`src/rtl/lgs_pkg.sv`:
```
package lgs_pkg;

    localparam int KEY_BITS  = 16;
    localparam int KIDX_W    = $clog2(KEY_BITS);
    localparam int LAYER_W   = 5;
    localparam int ADDR_W    = 10;
    localparam int DATA_W    = 16;
    localparam int WGT_W     = 16;
    localparam int MIX_W     = 16;
    localparam logic [MIX_W-1:0] MIX_MUL = 16'h9E37;
    localparam int MIX_SHL   = 7;
    localparam int MIX_SHR1  = 9;
    localparam int MIX_SHR2  = 8;

    typedef struct packed {
        logic [LAYER_W-1:0] layer;
        logic [ADDR_W-1:0]  addr;
        logic [DATA_W-1:0]  data;
    } beat_t;

    typedef enum logic {
        SRC_DECOY = 1'b0,
        SRC_TRUE  = 1'b1
    } src_e;

    function automatic logic [MIX_W-1:0] mix_decoy(
        input logic [ADDR_W-1:0] addr,
        input logic [KEY_BITS-1:0] key,
        input logic [WGT_W-1:0] wgt
    );
        logic [MIX_W-1:0] t;
        t = MIX_W'(addr) ^ MIX_W'(key);
        t = t ^ (t << MIX_SHL);
        t = t ^ (t >> MIX_SHR1);
        t = MIX_W'(t * MIX_MUL);
        t = t ^ MIX_W'(wgt);
        t = t ^ (t >> MIX_SHR2);
        return t;
    endfunction

endpackage

```
`src/rtl/lgs_key_reg.sv`:
```
module lgs_key_reg
    import lgs_pkg::*;
(
    input  logic                clk,
    input  logic                rst,
    input  logic                key_load,
    input  logic [KEY_BITS-1:0] key_value,
    output logic [KEY_BITS-1:0] key_q
);
    logic locked_q;

    always_ff @(posedge clk) begin
        if (rst) begin
            key_q    <= '0;
            locked_q <= 1'b0;
        end else if (key_load && !locked_q) begin
            key_q    <= key_value;
            locked_q <= 1'b1;
        end
    end

    p_key_frozen_r9: assert property (@(posedge clk) disable iff (rst)
        locked_q |=> $stable(key_q));
    p_lock_sticky_r9: assert property (@(posedge clk) disable iff (rst)
        locked_q |=> locked_q);
    p_unloaded_zero_r1: assert property (@(posedge clk) disable iff (rst)
        !locked_q |-> key_q == '0);
endmodule

```
`src/rtl/lgs_decoy_gen.sv`:
```
module lgs_decoy_gen
    import lgs_pkg::*;
(
    input  logic [ADDR_W-1:0]   addr,
    input  logic [KEY_BITS-1:0] key,
    input  logic [WGT_W-1:0]    wgt,
    output logic [DATA_W-1:0]   decoy
);
    logic [MIX_W-1:0] mixed;

    always_comb mixed = mix_decoy(addr, key, wgt);

    generate
        if (DATA_W <= MIX_W) begin : g_trunc
            assign decoy = mixed[DATA_W-1:0];
        end else begin : g_ext
            assign decoy = DATA_W'(mixed);
        end
    endgenerate
endmodule

```
`src/rtl/lgs_out_stage.sv`:
```
module lgs_out_stage
    import lgs_pkg::*;
#(
    parameter bit REG_OUT = 1'b1
) (
    input  logic  clk,
    input  logic  rst,
    input  logic  s_valid,
    output logic  s_ready,
    input  beat_t s_beat,
    output logic  m_valid,
    input  logic  m_ready,
    output beat_t m_beat
);
    generate
        if (REG_OUT) begin : g_reg
            logic  vld_q;
            beat_t beat_q;

            assign s_ready = !vld_q || m_ready;
            assign m_valid = vld_q;
            assign m_beat  = beat_q;

            always_ff @(posedge clk) begin
                if (rst) begin
                    vld_q  <= 1'b0;
                    beat_q <= '0;
                end else if (s_ready) begin
                    vld_q <= s_valid;
                    if (s_valid) beat_q <= s_beat;
                end
            end

            p_stall_hold_r7: assert property (@(posedge clk) disable iff (rst)
                (m_valid && !m_ready) |=> (m_valid && $stable(m_beat)));
            p_stall_block_r7: assert property (@(posedge clk) disable iff (rst)
                (m_valid && !m_ready) |-> !s_ready);
            p_one_cycle_r6: assert property (@(posedge clk) disable iff (rst)
                (s_valid && s_ready) |=> (m_valid && m_beat == $past(s_beat)));
        end else begin : g_comb
            assign s_ready = m_ready;
            assign m_valid = s_valid;
            assign m_beat  = s_beat;
        end
    endgenerate
endmodule

```
`src/rtl/lgs_top.sv`:
```
module lgs_top
    import lgs_pkg::*;
#(
    parameter bit REG_OUT = 1'b1
) (
    input  logic                clk,
    input  logic                rst,
    input  logic                key_load,
    input  logic [KEY_BITS-1:0] key_value,
    input  logic                in_valid,
    output logic                in_ready,
    input  logic [LAYER_W-1:0]  in_layer,
    input  logic [ADDR_W-1:0]   in_addr,
    input  logic [DATA_W-1:0]   in_data,
    input  logic [WGT_W-1:0]    in_wgt,
    output logic                out_valid,
    input  logic                out_ready,
    output logic [LAYER_W-1:0]  out_layer,
    output logic [ADDR_W-1:0]   out_addr,
    output logic [DATA_W-1:0]   out_data
);
    logic [KEY_BITS-1:0] key_q;
    logic [DATA_W-1:0]   decoy;
    logic                in_range;
    src_e                src;
    beat_t               sel_beat;
    beat_t               out_beat;

    lgs_key_reg i_key (
        .clk       (clk),
        .rst       (rst),
        .key_load  (key_load),
        .key_value (key_value),
        .key_q     (key_q)
    );

    lgs_decoy_gen i_decoy (
        .addr  (in_addr),
        .key   (key_q),
        .wgt   (in_wgt),
        .decoy (decoy)
    );

    always_comb begin
        in_range = (int'(in_layer) < KEY_BITS);
        src      = (in_range && key_q[in_layer[KIDX_W-1:0]]) ? SRC_TRUE : SRC_DECOY;
        sel_beat.layer = in_layer;
        sel_beat.addr  = in_addr;
        sel_beat.data  = (src == SRC_TRUE) ? in_data : decoy;
    end

    lgs_out_stage #(.REG_OUT(REG_OUT)) i_stage (
        .clk     (clk),
        .rst     (rst),
        .s_valid (in_valid),
        .s_ready (in_ready),
        .s_beat  (sel_beat),
        .m_valid (out_valid),
        .m_ready (out_ready),
        .m_beat  (out_beat)
    );

    assign out_layer = out_beat.layer;
    assign out_addr  = out_beat.addr;
    assign out_data  = out_beat.data;

    generate
        if (REG_OUT) begin : g_chk
            p_true_pass_r2: assert property (@(posedge clk) disable iff (rst)
                (in_valid && in_ready && src == SRC_TRUE) |=> out_data == $past(in_data));
            p_far_layer_r4: assert property (@(posedge clk) disable iff (rst)
                (in_valid && in_ready && !in_range) |=> out_data == $past(decoy));
            p_tags_r8: assert property (@(posedge clk) disable iff (rst)
                (in_valid && in_ready) |=> (out_addr == $past(in_addr) && out_layer == $past(in_layer)));
        end
    endgenerate

    p_ready_pass_r7: assert property (@(posedge clk) disable iff (rst)
        out_ready |-> in_ready);
endmodule

```
`config.mk`:
```
export PLATFORM = sky130hd
export DESIGN_NAME = lgs_top
export DESIGN_NICKNAME = d
export VERILOG_FILES = /design/src/rtl/lgs_pkg.sv /design/src/rtl/lgs_key_reg.sv /design/src/rtl/lgs_decoy_gen.sv /design/src/rtl/lgs_out_stage.sv /design/src/rtl/lgs_top.sv
export SDC_FILE = /design/constraint.sdc
export NUM_CORES = 1
export LEC_CHECK = 0
export ABC_AREA = 1
export ABC_CLOCK_PERIOD_IN_PS = 9100
export CELL_PAD_IN_SITES_DETAIL_PLACEMENT = 1
export CELL_PAD_IN_SITES_GLOBAL_PLACEMENT = 2
export CORE_ASPECT_RATIO = 0.7
export CORE_UTILIZATION = 30
export CTS_CLUSTER_DIAMETER = 200
export CTS_CLUSTER_SIZE = 25
export DETAILED_ROUTE_END_ITERATION = 8
export HOLD_SLACK_MARGIN = 0.02
export PLACE_DENSITY = 0.87
export SKIP_CTS_REPAIR_TIMING = 1
export SYNTH_ARGS = -nofsm -noshare
export SYNTH_HDL_FRONTEND = slang
export SYNTH_SLANG_ARGS = --single-unit
```
`constraint.sdc`:
```
create_clock -name clk -period 9.1 [get_ports clk]
set_input_delay 2.73 -clock clk [delete_from_list [all_inputs] [get_ports clk]]
set_output_delay 2.73 -clock clk [all_outputs]
set_load 0.02 [all_outputs]
```
==> summary.txt, run 1 <==
Outcome
  • Status: complete, no violations

Synthesis
  • Syn Inst Count: 738
  • Synthesized area per cell: 7.299 um2
  • Synth warn: 0
  • Most frequent cells after synthesis: inv_1, nand2_1, ha_1
  • Synthesis-stage register bit count: 49
  • Count leader, synth: inv_1
  • Post-synth top area share: 18.21%
  • Post-synthesis net count: 902
  • Yosys cell types: 39
  • Dominant synthesized flop cell: dfxtp_1
  • Largest cells by area after synthesis: dfxtp_1, fa_1, ha_1
  • EDFF count, synth: 0
  • Mapped Area: 5386 um2
  • Biggest area consumer among synthesized cells: dfxtp_1
  • Post-synthesis sequential area ratio: 18.21%
  • Fraction of registers with async set/reset: 0%

Worst setup path
  • Crit path required time: 9.23 ns
  • Worst-path maximum fanout: 5
  • WP data arrival: 8.80 ns
  • Reg2reg path depth: 27
  • CP endpoint kind: flop
  • Crit Path Category: input port to flop
  • Type of origin of the critical path: input port

Clock tree
  • # clock sinks: 49
  • Worst-case clock buffer depth: 2
  • CTS root buffer: clkbuf_16
  • Clock latency on the worst-skew pair: 0.29 ns
  • Worst-path clk slew: 0.07 ns
  • CTS tree: yes
  • CTS buffer count: 5
  • H-tree depth: 2

Final layout
  • Area growth from synthesis to layout: 26.06%
  • Final instance area: 6790 um2
  • Fraction of layout instances using a drive strength above 1: 6.483%
  • Post-Route Utilization: 39.10%
  • Filler cells: 2163
  • Ant. Diodes: 0
  • Nets: 996
  • FF/Latch Area: 980.9 um2
  • Multi-input logic area: 3696 um2

Drt
  • DR vias: 4898
  • Routed wire per std cell: 15.28 um
  • DRC viols: 0
  • Drt total wl: 16.25 mm
  • Pre-Repair DR Iteration Count: 4
  • Vias/cell: 4.603
  • Initial DRC count: 195
  • Detail Route Antenna Nets: 0

Placement
  • Placed Instance Area: 6630 um2
  • # port buffers: 100
  • Routability cong.: 0.8526
  • Detail Placement HPWL: 13.89 mm

Timing
  • Final hold viol count: 0
  • Setup violations, final: 0
  • Actual slew at the worst max-slew pin: 0.9927 ns
  • Period utilisation layout: 95.26%
  • Max Freq: 0.1154 GHz
  • Crit path time final: 8.669 ns
  • Clock skew: 0.005314 ns
  • RSZ-0062 raised after global routing: false
  • Fin. max-slew vios: 0
  • Hold slack final: 0.4714 ns
  • Relative slew slack: 33.82%

Global route
  • GRT Resource Usage Total: 18.36%
  • Largest net degree at the start of global routing: 50
  • Initial antenna violation count: 0
  • Gr ovfl total: 0
  • Number of global-route vias before repair: 5218
  • First-pass GRT wire length: 26.60 mm

Floorplanning
  • Row cnt: 40
  • Initial Util: 31.02%
  • Die Span Y: 114.1 um
  • Core Region: 17370 um2
  • IO Pins: 101
  • Die area: 18500 um2
  • Die width: 162.2 um

Worst hold path
  • Hold Path Depth: 2
  • Type of the tightest min-delay check: flop to flop

Run
  • Max-cap violations: 0
-- kinds of logic after synthesis --
logic type,Yosys count,share of synthesized area [%]
xor gates and xnor gates,40,6.922
DFF,49,18.21
AOI/OAI and AO/OA,108,12.26
and+or+nand+nor,257,21.14
adders and majority gates,96,28.15
buffers and inverters,188,13.31
-- cell usage in the layout (no fill, tap or decap), drive strengths merged, types with 4 or more instances in the layout --
cell	n
clkbuf	6
xnor2	12
a21oi	42
o211ai	10
nand4	4
nand3	49
dfxtp	49
nand2	159
o21ai	23
ha	54
a211oi	25
xor2	27
buf	6
fa	42
clkdlybuf4s50	99
inv	170
nor2	36
-- per-stage QoR --
step                      TNS [ns]  worst slack [ns]  cells
final                            0            0.4312   1064
after detailed placement   -0.2689           -0.1331   1056
after global placement           0          0.003547   1056
after CTS                        0            0.1724   1064
after global routing             0           0.03126   1064
after floorplan                  0             1.292    738
-- layout make-up --
cell class / count / share of cell area [%]
multi-input combinational: 501 / 54.43
timing repair buffer: 105 / 15.22
sequential: 49 / 14.45
inverter: 170 / 9.397
tap: 231 / 4.256
clock buffer: 6 / 2.045
clock inverter: 2 / 0.2027
-- final timing paths --
check                     startpoint                 end  slack, ns
setup / recovery          in_addr[8]   i_stage.m_beat[6]       0.43
hold / removal    i_stage.m_beat[14]  i_stage.m_beat[14]       0.47
setup reg to reg      i_key.key_q[3]   i_stage.m_beat[7]       3.00
hold reg to reg   i_stage.m_beat[14]  i_stage.m_beat[14]       0.47
-- sequential cells by signal, summed over array words and instances, names as in the netlist --
signal and cells:
i_stage.m_valid 1, i_key.locked_q 1, i_stage.m_beat 31, i_key.key_q 16
-- worst max-delay path: stages --
cell and delay [ns]:
clkdlybuf4s50_1 0.52, inv_1 0.09, nand2_1 0.11, nand2_1 0.11, xor2_1 0.20, buf_4 0.16
ha_1 0.27, inv_1 0.09, fa_1 0.51, fa_1 0.52, inv_1 0.05, fa_1 0.46
fa_1 0.55, inv_1 0.06, fa_1 0.54, inv_1 0.05, ha_1 0.38, nand2_1 0.10
nor3_1 0.22, nand3_1 0.11, o2111ai_1 0.14, xor2_1 0.35, xor2_1 0.19, nand2_1 0.07
o211ai_1 0.11, a21oi_1 0.09
-- metal layers --
layer	up-vias	global-route usage, %	wire (um)
li1	2497	-	-
met1	2300	26.07	8347
met4	0	1.950	109
met5	-	0	0
met2	93	29.84	7104
met3	8	3.332	690
Power of run 1 is not shown: default switching activity piles up to over one toggle a cycle in this logic, so the estimate is an artifact.
==> inputs of run 2 (changes only) <==
CAP_MARGIN = 15   (was unset)
CORE_MARGIN = 4   (was unset)
==> run 2 against run 1 <==
  * Global-route usage shrank 2.1 points
  * Highest routed layer unchanged
  * Via count decreased by 0.43%
  * Core utilization barely moved
  * Sequential cell count stayed put
  * Critical path type unchanged
  * Cell area about the same
  * Routed wire length increased by 0.90%
==> summary.txt, run 2 (synthesis results as in run 1) <==
Worst setup path
  • Worst r2r src: i_key.key_q[3]
  • CP endpoint kind: flop
  • Type of origin of the critical path: input port
  • Crit Path Category: input port to flop
  • End point of the critical path: i_stage.m_beat[6]
  • Reg2reg setup slack: 3.08 ns
  • WP data arrival: 8.70 ns
  • Crit path required time: 9.23 ns
  • Crit Reg-Reg Endpoint: i_stage.m_beat[7]
  • Crit. Startpoint: in_addr[1]
  • Reg2reg path depth: 27
  • Worst-path maximum fanout: 5

Final layout
  • Filler cells: 2174
  • Ant. Diodes: 0
  • Most common cell after layout, fill and taps aside: inv_1
  • FF/Latch Area: 980.9 um2
  • Max reg flops: 31
  • Multi-input logic area: 3704 um2
  • Fraction of layout instances using a drive strength above 1: 6.363%
  • Nets: 996
  • Post-Route Utilization: 39.07%
  • Area growth from synthesis to layout: 25.97%
  • Commonest cells after routing, fill and taps aside: inv_1, nand2_1, clkdlybuf4s50_1, ha_1, dfxtp_1

Drt
  • Pre-Repair DR Iteration Count: 4
  • Routed wire per std cell: 15.41 um
  • Initial DRC count: 200
  • DRC viols: 0
  • DR vias: 4877
  • Detail Route Antenna Nets: 0
  • Vias/cell: 4.584
  • Drt total wl: 16.40 mm

Clock tree
  • CTS root buffer: clkbuf_16
  • # clock sinks: 49
  • CTS tree: yes
  • CTS buffer count: 5
  • Worst-path clk slew: 0.06 ns
  • Clock latency on the worst-skew pair: 0.30 ns
  • H-tree depth: 2
  • Worst-case clock buffer depth: 2

Timing
  • Actual slew at the worst max-slew pin: 0.9826 ns
  • Clock skew: 0.01150 ns
  • Max Freq: 0.1167 GHz
  • Final setup TNS: 0 ns
  • Period utilisation layout: 94.20%
  • Fin. max-slew vios: 0
  • Final hold viol count: 0
  • RSZ-0062 raised after global routing: false
  • Relative slew slack: 34.49%
  • Setup violations, final: 0
  • Crit path time final: 8.572 ns

Global route
  • First-pass GRT wire length: 26.69 mm
  • Initial antenna violation count: 0
  • Largest net degree at the start of global routing: 50
  • Number of global-route vias before repair: 5060
  • GRT Resource Usage Total: 16.30%
  • Gr ovfl total: 0

Floorplanning
  • Die area: 20200 um2
  • Row cnt: 40
  • IO Pins: 101
  • Initial Util: 31.02%
  • Die width: 168.2 um
  • Core Region: 17370 um2
  • Die Span Y: 120.1 um

Worst hold path
  • Type of the tightest min-delay check: flop to flop

Outcome
  • Status: complete, no violations

Placement
  • Detail Placement HPWL: 14.04 mm
  • # port buffers: 100
  • Routability cong.: 0.8674

Run
  • Max-cap violations: 0
[run 2: changes by cell type in the layout (fill, tap and decap cells not counted), sizes merged]
cell / change
clkinvlp: +1
clkinv: -2
clkbuf: +1
[run 2: final cells by class]
class / instances / area share (%)
Clock inverter: 1 / 0.1106
Inverter: 170 / 9.404
Tap cell: 231 / 4.260
Timing Repair Buffer: 105 / 15.23
Sequential cell: 49 / 14.46
Clock buffer: 7 / 1.955
Multi-Input combinational cell: 501 / 54.58
[run 2: worst min-delay path by stage]
| stage | end | slack [ns] | cells after the start | startpoint |
|---|---|---|---|---|
| 3_5_place_dp | i_stage.m_beat[4] | 0.46 | 2 | i_stage.m_beat[4] |
| 6_report | i_stage.m_beat[5] | 0.47 | 2 | i_stage.m_beat[5] |
| 2_1_floorplan | i_key.locked_q | 0.44 | 2 | i_key.locked_q |
| 3_3_place_gp | i_key.locked_q | 0.45 | 2 | i_key.locked_q |
| 4_1_cts | i_stage.m_beat[4] | 0.47 | 2 | i_stage.m_beat[4] |
| 5_1_grt | i_stage.m_beat[17] | 0.49 | 2 | i_stage.m_beat[17] |
[run 2: critical path: stages]
cell and delay [ns]:
clkdlybuf4s50_1 0.47, xnor2_1 0.39, xor2_2 0.32, ha_1 0.30
inv_1 0.08, fa_1 0.49, fa_1 0.52, inv_1 0.05
fa_1 0.47, fa_1 0.56, inv_1 0.07, fa_1 0.55
inv_1 0.05, ha_1 0.37, nand2_1 0.10, nor3_1 0.20
nand3_1 0.11, o2111ai_1 0.12, xor2_1 0.30, xor2_1 0.18
nand2_1 0.07, o211ai_1 0.11, a21oi_1 0.08
[run 2: routing by layer]
layer | wire length (um) | vias to the layer above | part of all wire [%] | track usage, %
met5 | 0 | - | 0 | 0
met4 | 157 | 0 | 0.96 | 1.977
li1 | - | 2490 | - | -
met3 | 673 | 13 | 4.1 | 3.062
met2 | 6969 | 97 | 42 | 25.08
met1 | 8598 | 2277 | 52 | 24.34
[run 2: through the flow]
step / area [um2] / worst slack [ns] / hold WS [ns] / std cells
after floorplan: 5386 / 1.292 / 0.4386 / 738
after global placement: 6630 / 0.1884 / 0.4502 / 1056
after detailed placement: 6630 / 0.02464 / 0.4579 / 1056
after CTS: 6770 / 0.3159 / 0.4677 / 1064
after global routing: 6785 / 0.1146 / 0.4881 / 1064
final: 6785 / 0.5279 / 0.4678 / 1064
Power of run 2 is left out for the same reason.
